$ cat config.mk
export PLATFORM = sky130hd
export DESIGN_NAME = hb_deadtime_ctrl
export DESIGN_NICKNAME = d
export VERILOG_FILES = /design/src/rtl/hb_pkg.sv /design/src/rtl/hb_cmd_decode.sv /design/src/rtl/hb_dt_scale.sv /design/src/rtl/hb_thermal_hyst.sv /design/src/rtl/hb_dt_channel.sv /design/src/rtl/hb_deadtime_ctrl.sv
export SDC_FILE = /design/constraint.sdc
export NUM_CORES = 1
export LEC_CHECK = 0
export BUFFER_PORTS_ARGS = -buffer_cell sky130_fd_sc_hd__buf_2
export CORE_AREA = 4 4 91 59
export CTS_CLUSTER_DIAMETER = 50
export DETAILED_ROUTE_END_ITERATION = 10
export DIE_AREA = 0 0 95 63
export GPL_TIMING_DRIVEN = 0
export MAX_ROUTING_LAYER = met4
export PLACE_DENSITY = 0.77
export SLEW_MARGIN = 20
export SYNTH_ARGS = -nofsm -noshare
export SYNTH_HDL_FRONTEND = slang
export SYNTH_SLANG_ARGS = --single-unit
$ cat constraint.sdc
create_clock -name clk -period 3.3 [get_ports clk]
set_input_delay 0.495 -clock clk [delete_from_list [all_inputs] [get_ports clk]]
set_output_delay 0.495 -clock clk [all_outputs]
set_load 0.01 [all_outputs]
$ cat src/rtl/hb_pkg.sv
package hb_pkg;
  typedef enum logic [1:0] {
    HB_DUAL     = 2'b00,
    HB_PWM      = 2'b01,
    HB_PASS     = 2'b10,
    HB_DUAL_ALT = 2'b11
  } hb_mode_e;
endpackage

$ cat src/rtl/hb_cmd_decode.sv
module hb_cmd_decode (
  input  logic [1:0] mode_i,
  input  logic       cmd_a_i,
  input  logic       cmd_b_i,
  output logic       req_hi_o,
  output logic       req_lo_o,
  output logic       pass_o
);
  hb_pkg::hb_mode_e mode;
  logic both_on;

  assign mode    = hb_pkg::hb_mode_e'(mode_i);
  assign both_on = cmd_a_i & cmd_b_i;

  always_comb begin
    pass_o   = 1'b0;
    req_hi_o = cmd_a_i & ~both_on;
    req_lo_o = cmd_b_i & ~both_on;
    case (mode)
      hb_pkg::HB_PWM: begin
        req_hi_o = cmd_a_i;
        req_lo_o = ~cmd_a_i;
      end
      hb_pkg::HB_PASS: begin
        req_hi_o = cmd_a_i;
        req_lo_o = cmd_b_i;
        pass_o   = 1'b1;
      end
      default: ;
    endcase
  end
endmodule

$ cat src/rtl/hb_dt_scale.sv
module hb_dt_scale #(
  parameter int SET_W       = 9,
  parameter int NS_PER_UNIT = 5,
  parameter int CLK_NS      = 8,
  parameter int CNT_W       = 9
) (
  input  logic [SET_W-1:0] set_i,
  output logic [CNT_W-1:0] cycles_o
);
  localparam int PROD_W = SET_W + $clog2(NS_PER_UNIT + CLK_NS + 1) + 1;

  logic [PROD_W-1:0] prod;
  logic [PROD_W-1:0] quo;

  // ceiling division of the time span by the clock period
  assign prod = PROD_W'(set_i) * PROD_W'(NS_PER_UNIT) + PROD_W'(CLK_NS - 1);
  assign quo  = prod / PROD_W'(CLK_NS);
  assign cycles_o = (quo == '0) ? CNT_W'(1) : quo[CNT_W-1:0];
endmodule

$ cat src/rtl/hb_thermal_hyst.sv
module hb_thermal_hyst #(
  parameter int TEMP_W = 8,
  parameter int HOT    = 155,
  parameter int COOL   = 125
) (
  input  logic              clk,
  input  logic              rst_n,
  input  logic [TEMP_W-1:0] temp_i,
  output logic              hot_o
);
  logic hot_q;

  always_ff @(posedge clk) begin
    if (!rst_n)     hot_q <= 1'b0;
    else if (hot_q) hot_q <= (temp_i >= TEMP_W'(COOL));
    else            hot_q <= (temp_i >= TEMP_W'(HOT));
  end

  assign hot_o = hot_q;
endmodule

$ cat src/rtl/hb_dt_channel.sv
module hb_dt_channel #(
  parameter int CNT_W = 9
) (
  input  logic             clk,
  input  logic             rst_n,
  input  logic             req_i,
  input  logic             force_off_i,
  input  logic             pass_i,
  input  logic             other_on_i,
  input  logic [CNT_W-1:0] load_i,
  output logic             gate_o
);
  logic             gate_q;
  logic             pend_q;
  logic [CNT_W-1:0] cnt_q;

  always_ff @(posedge clk) begin
    if (!rst_n) begin
      gate_q <= 1'b0;
      pend_q <= 1'b0;
      cnt_q  <= '0;
    end else if (force_off_i || !req_i) begin
      // turn-off and cancel take effect at once
      gate_q <= 1'b0;
      pend_q <= 1'b0;
      cnt_q  <= '0;
    end else if (pass_i) begin
      gate_q <= 1'b1;
      pend_q <= 1'b0;
    end else if (gate_q) begin
      gate_q <= 1'b1;
    end else if (pend_q) begin
      if (cnt_q <= CNT_W'(1)) begin
        gate_q <= 1'b1;
        pend_q <= 1'b0;
      end else begin
        cnt_q <= cnt_q - CNT_W'(1);
      end
    end else if (!other_on_i) begin
      pend_q <= 1'b1;
      cnt_q  <= load_i;
    end
  end

  assign gate_o = gate_q;
endmodule

$ cat src/rtl/hb_deadtime_ctrl.sv
module hb_deadtime_ctrl #(
  parameter int SET_W       = 9,
  parameter int NS_PER_UNIT = 5,
  parameter int CLK_NS      = 8,
  parameter int TEMP_W      = 8,
  parameter int TSD_ON      = 155,
  parameter int TSD_OFF     = 125
) (
  input  logic              clk,
  input  logic              rst_n,
  input  logic [1:0]        mode_i,
  input  logic              cmd_a_i,
  input  logic              cmd_b_i,
  input  logic              disable_i,
  input  logic              uv_in_i,
  input  logic              uv_hs_i,
  input  logic              uv_ls_i,
  input  logic [TEMP_W-1:0] temp_code_i,
  input  logic [SET_W-1:0]  dt_set_i,
  output logic              gate_hi_o,
  output logic              gate_lo_o
);
  localparam int MAX_CYC = ((2**SET_W - 1) * NS_PER_UNIT + CLK_NS - 1) / CLK_NS;
  localparam int CNT_W   = $clog2(MAX_CYC + 1);
  localparam int NCH     = 2;

  logic             req_hi, req_lo, pass;
  logic             hot;
  logic             force_off;
  logic [CNT_W-1:0] dt_cyc, dt_q;
  logic [NCH-1:0]   req_v, gate_v;

  hb_cmd_decode u_dec (
    .mode_i   (mode_i),
    .cmd_a_i  (cmd_a_i),
    .cmd_b_i  (cmd_b_i),
    .req_hi_o (req_hi),
    .req_lo_o (req_lo),
    .pass_o   (pass)
  );

  hb_thermal_hyst #(.TEMP_W(TEMP_W), .HOT(TSD_ON), .COOL(TSD_OFF)) u_therm (
    .clk    (clk),
    .rst_n  (rst_n),
    .temp_i (temp_code_i),
    .hot_o  (hot)
  );

  hb_dt_scale #(.SET_W(SET_W), .NS_PER_UNIT(NS_PER_UNIT), .CLK_NS(CLK_NS),
                .CNT_W(CNT_W)) u_scale (
    .set_i    (dt_set_i),
    .cycles_o (dt_cyc)
  );

  assign force_off = disable_i | uv_in_i | uv_hs_i | uv_ls_i | hot;

  // setting is captured only while the bridge is fully off
  always_ff @(posedge clk) begin
    if (!rst_n)                  dt_q <= CNT_W'(1);
    else if (gate_v == '0)       dt_q <= dt_cyc;
  end

  assign req_v = {req_lo, req_hi};

  for (genvar g = 0; g < NCH; g++) begin : g_ch
    hb_dt_channel #(.CNT_W(CNT_W)) u_ch (
      .clk         (clk),
      .rst_n       (rst_n),
      .req_i       (req_v[g]),
      .force_off_i (force_off),
      .pass_i      (pass),
      .other_on_i  (gate_v[NCH-1-g]),
      .load_i      (dt_q),
      .gate_o      (gate_v[g])
    );
  end

  assign gate_hi_o = gate_v[0];
  assign gate_lo_o = gate_v[1];
endmodule

# Word-level counts from Yosys, hierarchy flattened
# Cells that the tools add are included.
[totals] regBits=32 output_inout_bits=2 elab_cells=73
[op_classes] addsub=3 mul=1 magnitude_cmp=4 n_eq_ne=6 n_mux=25 bitwise_logic=13 n_reduce_logical=13
[op_table] cell="$mux W9" count=7
[op_table] cell="$le A9 B1 Y1 const B" count=2
[op_table] cell="$sub A9 B1 Y9 const B" count=2
[op_table] cell="$mux W1" count=17
[op_table] cell="$logic_not A14 Y1" count=1
[op_table] cell="$add A12 B3 Y13 const B" count=1
[op_table] cell="$mul A9 B3 Y12 const B" count=1
[op_table] cell="$ge A8 B7 Y1 const B" count=1
[op_table] cell="$ge A8 B8 Y1 const B" count=1
[op_table] cell="$reduce_and A4 Y1" count=2
[op_table] cell="$ne A2 B2 Y1 const B" count=3
[op_table] cell="$not A1 Y1" count=6
[op_table] cell="$reduce_or A2 Y1" count=3
[op_table] cell="$reduce_or A3 Y1" count=2
[op_table] cell="$or A1 B1 Y1" count=4
[op_table] cell="$and A1 B1 Y1" count=3
[op_table] cell="$eq A2 B1 Y1 const B" count=1
[op_table] cell="$eq A2 B2 Y1 const B" count=1
[op_table] cell="$logic_not A1 Y1" count=2
[op_table] cell="$logic_not A2 Y1" count=1
[op_table] cell="$logic_or A1 B1 Y1" count=2
[op_table] cell="$ne A2 B1 Y1 const B" count=1
[op_table] cell="$pmux W1 S2" count=1

# Depth between registers and ports, before layout
[depth] ltp_word=7 ltp_mapped=10 mapped_depth_nobuf=9

# By module
# A second synthesis with hierarchy kept.
[unflattened] hier_cells=317 hier_area_um2=2721.4
[by_module_without_submodules] module="hb_dt_channel" n_inst=2 cells_each=90 area_per_inst_um2=758.2
[by_module_without_submodules] module="hb_dt_scale" n_inst=1 cells_each=73 area_per_inst_um2=641.9
[by_module_without_submodules] module="hb_deadtime_ctrl" n_inst=1 cells_each=45 area_per_inst_um2=420.4
[by_module_without_submodules] module="hb_thermal_hyst" n_inst=1 cells_each=10 area_per_inst_um2=76.3
[by_module_without_submodules] module="hb_cmd_decode" n_inst=1 cells_each=9 area_per_inst_um2=66.3

# Least setup slack after synthesis
# No wires, ideal clock.
[synth_path] path_kind="input to register" from="input dt_set_i[3]" to="register dt_q[0]" setup_time_ns=0.084 t_arrival_ns=2.858 path_slack_ns=0.357 path_stages=10 cell_sequence="ha_1 -> ha_1 -> ha_1 -> buf_2 -> or2_1 -> o31a_1 -> nand2_1 -> mux2_2 -> or4_4 -> o31ai_2"
[synth_between] elab_chain_cells=4
[synth_rtl] element="from (decl)" line_no="hb_deadtime_ctrl.sv:19" text="input logic [SET_W-1:0] dt_set_i,"
[synth_rtl] element="$mul A9 B3 Y12 *" line_no="hb_dt_scale.sv:16" text="assign prod = PROD_W'(set_i) * PROD_W'(NS_PER_UNIT) + PROD_W'(CLK_NS - 1);"
[synth_rtl] element="$add A12 B3 Y13 *" line_no="hb_dt_scale.sv:16"
[synth_rtl] element="$logic_not A14 Y1" line_no="hb_dt_scale.sv:18" text="assign cycles_o = (quo == '0) ? CNT_W'(1) : quo[CNT_W-1:0];"
[synth_rtl] element="$mux W9 *" line_no="hb_dt_scale.sv:18"
[synth_rtl] element="to (signal assigned)" line_no="hb_deadtime_ctrl.sv:60" text="else if (gate_v == '0) dt_q <= dt_cyc;"
[synth_rtl] element="to (decl)" line_no="hb_deadtime_ctrl.sv:30" text="logic [CNT_W-1:0] dt_cyc, dt_q;"
# Every way passes the cells marked *; elsewhere a longest branch is shown, timed or not.
# A chain may end at the register's enable or synchronous reset.

# Worst setup path after layout
[layout_path] from="input dt_set_i[2]" to="register dt_q[0]"
# The elaborated chain is that of the path after synthesis.

==> summary.txt <==
Synth
  • Synth Area in Adders: 15.2%
  • Largest family of logic cells by synthesized area: compound AO/OA/AOI/OAI gates
  • Mean Syn Cell Area: 7.98 um2
  • XOR/XNOR Fraction of Synth Area: 2.20%
  • Mux share of post-synthesis cell area: 1.31%
  • Synth Flop Type: dfxtp_1
  • Syn Inst Count: 299
  • Synth Register Bits: 32
  • Compound-Gate Fraction of Synth Area: 25.5%
  • Synth async-reset ratio: 0%
  • Synthesized area: 2390 um2
  • Syn. warnings: 0
  • Simple-gate share of the synthesized area: 24.8%
  • Distinct cells, synth: 60
  • Post-synthesis sequential area ratio: 26.8%
  • Post-synth EDFFs: 0
  • Post-Syn Nets: 355

Pwr
  • Flop pwr share: 42.2%
  • Clock Power Share: 30.3%
  • P_int: 0.000709 W
  • Switching power: 0.000321 W
  • Leakage: 1.18 nW
  • Net Sw Frac: 31.2%
  • Total Power: 0.00103 W
  • P per Cell Area: 382 nW/um2
  • Combinational power share: 27.4%
  • Peak supply drop: 194 uV

Clock tree
  • Worst skew pair latency: 0.29 ns
  • Post-CTS Setup Inserts: 0
  • Clk sinks: 32
  • TritonCTS Buffers: 5
  • Clk buf depth: 2
  • CTS tree: built
  • Depth of the CTS H-tree: 2
  • Post-CTS Hold Fix Bufs: 0
  • Post-CTS Resized: 0
  • Clock root buffer: clkbuf_8
  • Reg clk slew, reported paths: 0.06 ns

Floorplan
  • Die height: 63 um
  • Rows: 19
  • I/O pins: 29
  • Core area: 4470 um2
  • Die width: 95 um
  • Starting Density: 53.4%
  • Full die area: 5990 um2

STA
  • Worst Tran Pin Value: 0.639 ns
  • Clock skew: 0.00430 ns
  • Rel. slew slack: 57.1%
  • Pins Over Slew Limit: 0
  • Final worst slack: 0.261 ns
  • Final setup TNS: 0 ns
  • Fmax: 329 MHz
  • Period utilization: 92.1%
  • Final hold violations: 0
  • Post-layout min period: 3.04 ns
  • Setup violations, final: 0
  • RSZ-0062 raised after global routing: no

Setup path
  • Top cell family by delay on the critical path: adder cells
  • Reg2Reg Setup Slack: 0.98 ns
  • Worst path buffer plus inverter count: 1
  • CP most frequent cell: ha_1
  • R2R depth: 9
  • Worst setup SP type: input pin
  • Critical Path Max Stage Delay: 0.55 ns
  • CP max stage cell: or4_4
  • CP Cell Sequence: buf_2, ha_1, ha_1, ha_1, o21a_1, a2bb2oi_1, a21oi_1, xnor2_1, or4_4, o31ai_2
  • Critical Path RT: 3.51 ns
  • Critical path arrival: 3.25 ns
  • R2r endpoint: g_ch[0].u_ch.cnt_q[4]$_SDFFE_PP0P_
  • Crit path capture type: flop
  • Crit-path max FO: 5
  • Crit path kind: in2reg
  • Critical R2R Launch: g_ch[0].u_ch.cnt_q[1]$_SDFFE_PP0P_

Layout
  • Synth-to-layout area growth: 12.9%
  • Final core utilization: 60.3%
  • Most common cell after layout, fill and taps aside: nand2_1
  • Antenna Cells: 0
  • Share of cells above drive strength 1: 14.0%
  • Non-filler cells, final: 398
  • Filler cells: 435
  • Commonest non-fill, non-tap cells in the layout: 36 x nand2_1, 32 x dfxtp_1, 31 x buf_2, 29 x ha_1, 25 x nor2_1
  • Fin nets: 390

Detailed routing
  • Final WL: 5960 um
  • Number of remaining DRC errors: 0
  • Vias: 2386
  • Post-DRT Antenna Nets: 0
  • Routed vias/inst: 5.99
  • DR WL/cell: 15.0 um
  • Pre-antenna DRT Iters: 5
  • DRT iter0 DRCs: 205

Worst hold path
  • Hold-critical path endpoint: u_therm.hot_o$_SDFF_PN0_
  • Min-delay src: temp_code_i[4]
  • HP Class: in2reg
  • Worst hold stages: 3

Placement
  • Placed cells: 390
  • Port Buffer Count: 28
  • GP Congestion: 0.879
  • DP HPWL: 4600 um
  • DP Worst Slack: 0.0227 ns

Global routing
  • Grt total ovfl: 0
  • First-pass GRT wire length: 10200 um
  • Largest net degree at the start of global routing: 11
  • Gr usage total: 22.2%
  • Initial antenna violation count: 0
  • Vias in the first global route: 2186

Job
  • MaxCap Viol Count: 0

Outcome
  • Status: complete, no violations
-- how the worst max path moves through the flow --
stage / cells after the start / startpoint / slack, ns / endpoint
after floorplan: 10 / dt_set_i[3] / 0.36 / dt_q[0]$_SDFFE_PN1N_
after global placement: 10 / dt_set_i[2] / 0.07 / dt_q[0]$_SDFFE_PN1N_
after detailed placement: 10 / dt_set_i[2] / 0.02 / dt_q[0]$_SDFFE_PN1N_
after CTS: 10 / dt_set_i[2] / 0.32 / dt_q[0]$_SDFFE_PN1N_
after global routing: 10 / dt_set_i[2] / 0.17 / dt_q[0]$_SDFFE_PN1N_
final: 10 / dt_set_i[2] / 0.26 / dt_q[0]$_SDFFE_PN1N_
-- worst reg2reg max path: cells and delay by family, from the launching register on --
family	cells	cell delay, ns
buf+inv	2	0.34
flops	1	0.39
fa+ha+maj	1	0.18
simple gates	2	0.11
compound gates	4	1.18
-- through the flow --
stage / hold slack (ns) / area, um2
finish: 0.490 / 2700
global route: 0.526 / 2700
floorplan: 0.455 / 2390
global placement: 0.474 / 2610
CTS: 0.487 / 2700
detailed placement: 0.485 / 2610
-- power groups by stage --
stage | logic [W] | registers, W | clock network [W]
finish | 0.000283 | 0.000435 | 0.000312
global route | 0.000318 | 0.000435 | 0.000336
CTS | 0.000279 | 0.000433 | 0.000321
detailed placement | 0.000275 | 0.000441 | 0
global placement | 0.000268 | 0.000442 | 0
floorplan | 0.000212 | 0.000428 | 0
-- metal layers --
metal  vias to the layer above  part of all wire [%]  GRT usage, %
li1                       1182                     -             -
met1                      1128                    51          32.9
met2                        68                    42          30.2
met3                         8                   6.2          4.21
met4                         0                   1.0          6.12
met5                         -                     0             -
-- logic make-up (layout without fill, tap and decap cells) --
group,Yosys count,in the layout
AO/OA/AOI/OAI,88,88
AND/OR/NAND/NOR,118,118
multiplexers,3,3
flip-flops,32,32
XOR/XNOR,6,6
buffers and inverters,23,59
adder cells (fa/ha/maj),29,29
-- Yosys cell counts (2+ instances only) --
library cell  number  share of area, %
o31ai_1            5               1.6
nor3_1             7               1.5
mux2i_1            2              0.84
xnor2_1            3               1.1
nor4_1             2              0.52
nor3b_1            2              0.63
xor2_1             3               1.1
a211oi_1           9               2.8
and3_1             2              0.52
or2_2              2              0.52
nand3_1           18               3.8
o21a_1             3              0.94
a21oi_1           16               3.4
a2bb2oi_1          2              0.73
nor4b_1            2              0.73
a31oi_1            2              0.52
clkbuf_1           7               1.1
and2_1             4               1.0
a21boi_0           5               1.6
ha_1              29                15
inv_1             10               1.6
a22oi_1            4               1.3
o22ai_1            5               1.3
nor2_1            25               3.9
dfxtp_1           32                27
o211a_1            2              0.84
a2111oi_0          3               1.1
buf_2              3              0.63
o21ai_0           17               3.6
or4_1              3              0.94
o21bai_1           2              0.63
nand2_1           36               5.7
nand3b_1           5               1.6
-- registers in the layout, indices dropped and copies added (netlist names) --
signal            count
g_ch.u_ch.cnt_q      18
dt_q                  9
g_ch.u_ch.gate_o      2
g_ch.u_ch.pend_q      2
u_therm.hot_o         1
-- final cells by class --
type | instances | area (um2) | area share (%)
Multi-Input combinational cell | 244 | 1650 | 61.1
Sequential cell | 32 | 641 | 23.8
Timing Repair Buffer | 28 | 140 | 5.20
Clock buffer | 8 | 90.1 | 3.34
Tap cell | 63 | 78.8 | 2.92
Buffer | 12 | 58.8 | 2.18
Inverter | 11 | 41.3 | 1.53
Note: power is estimated with default switching activity, not from simulation.
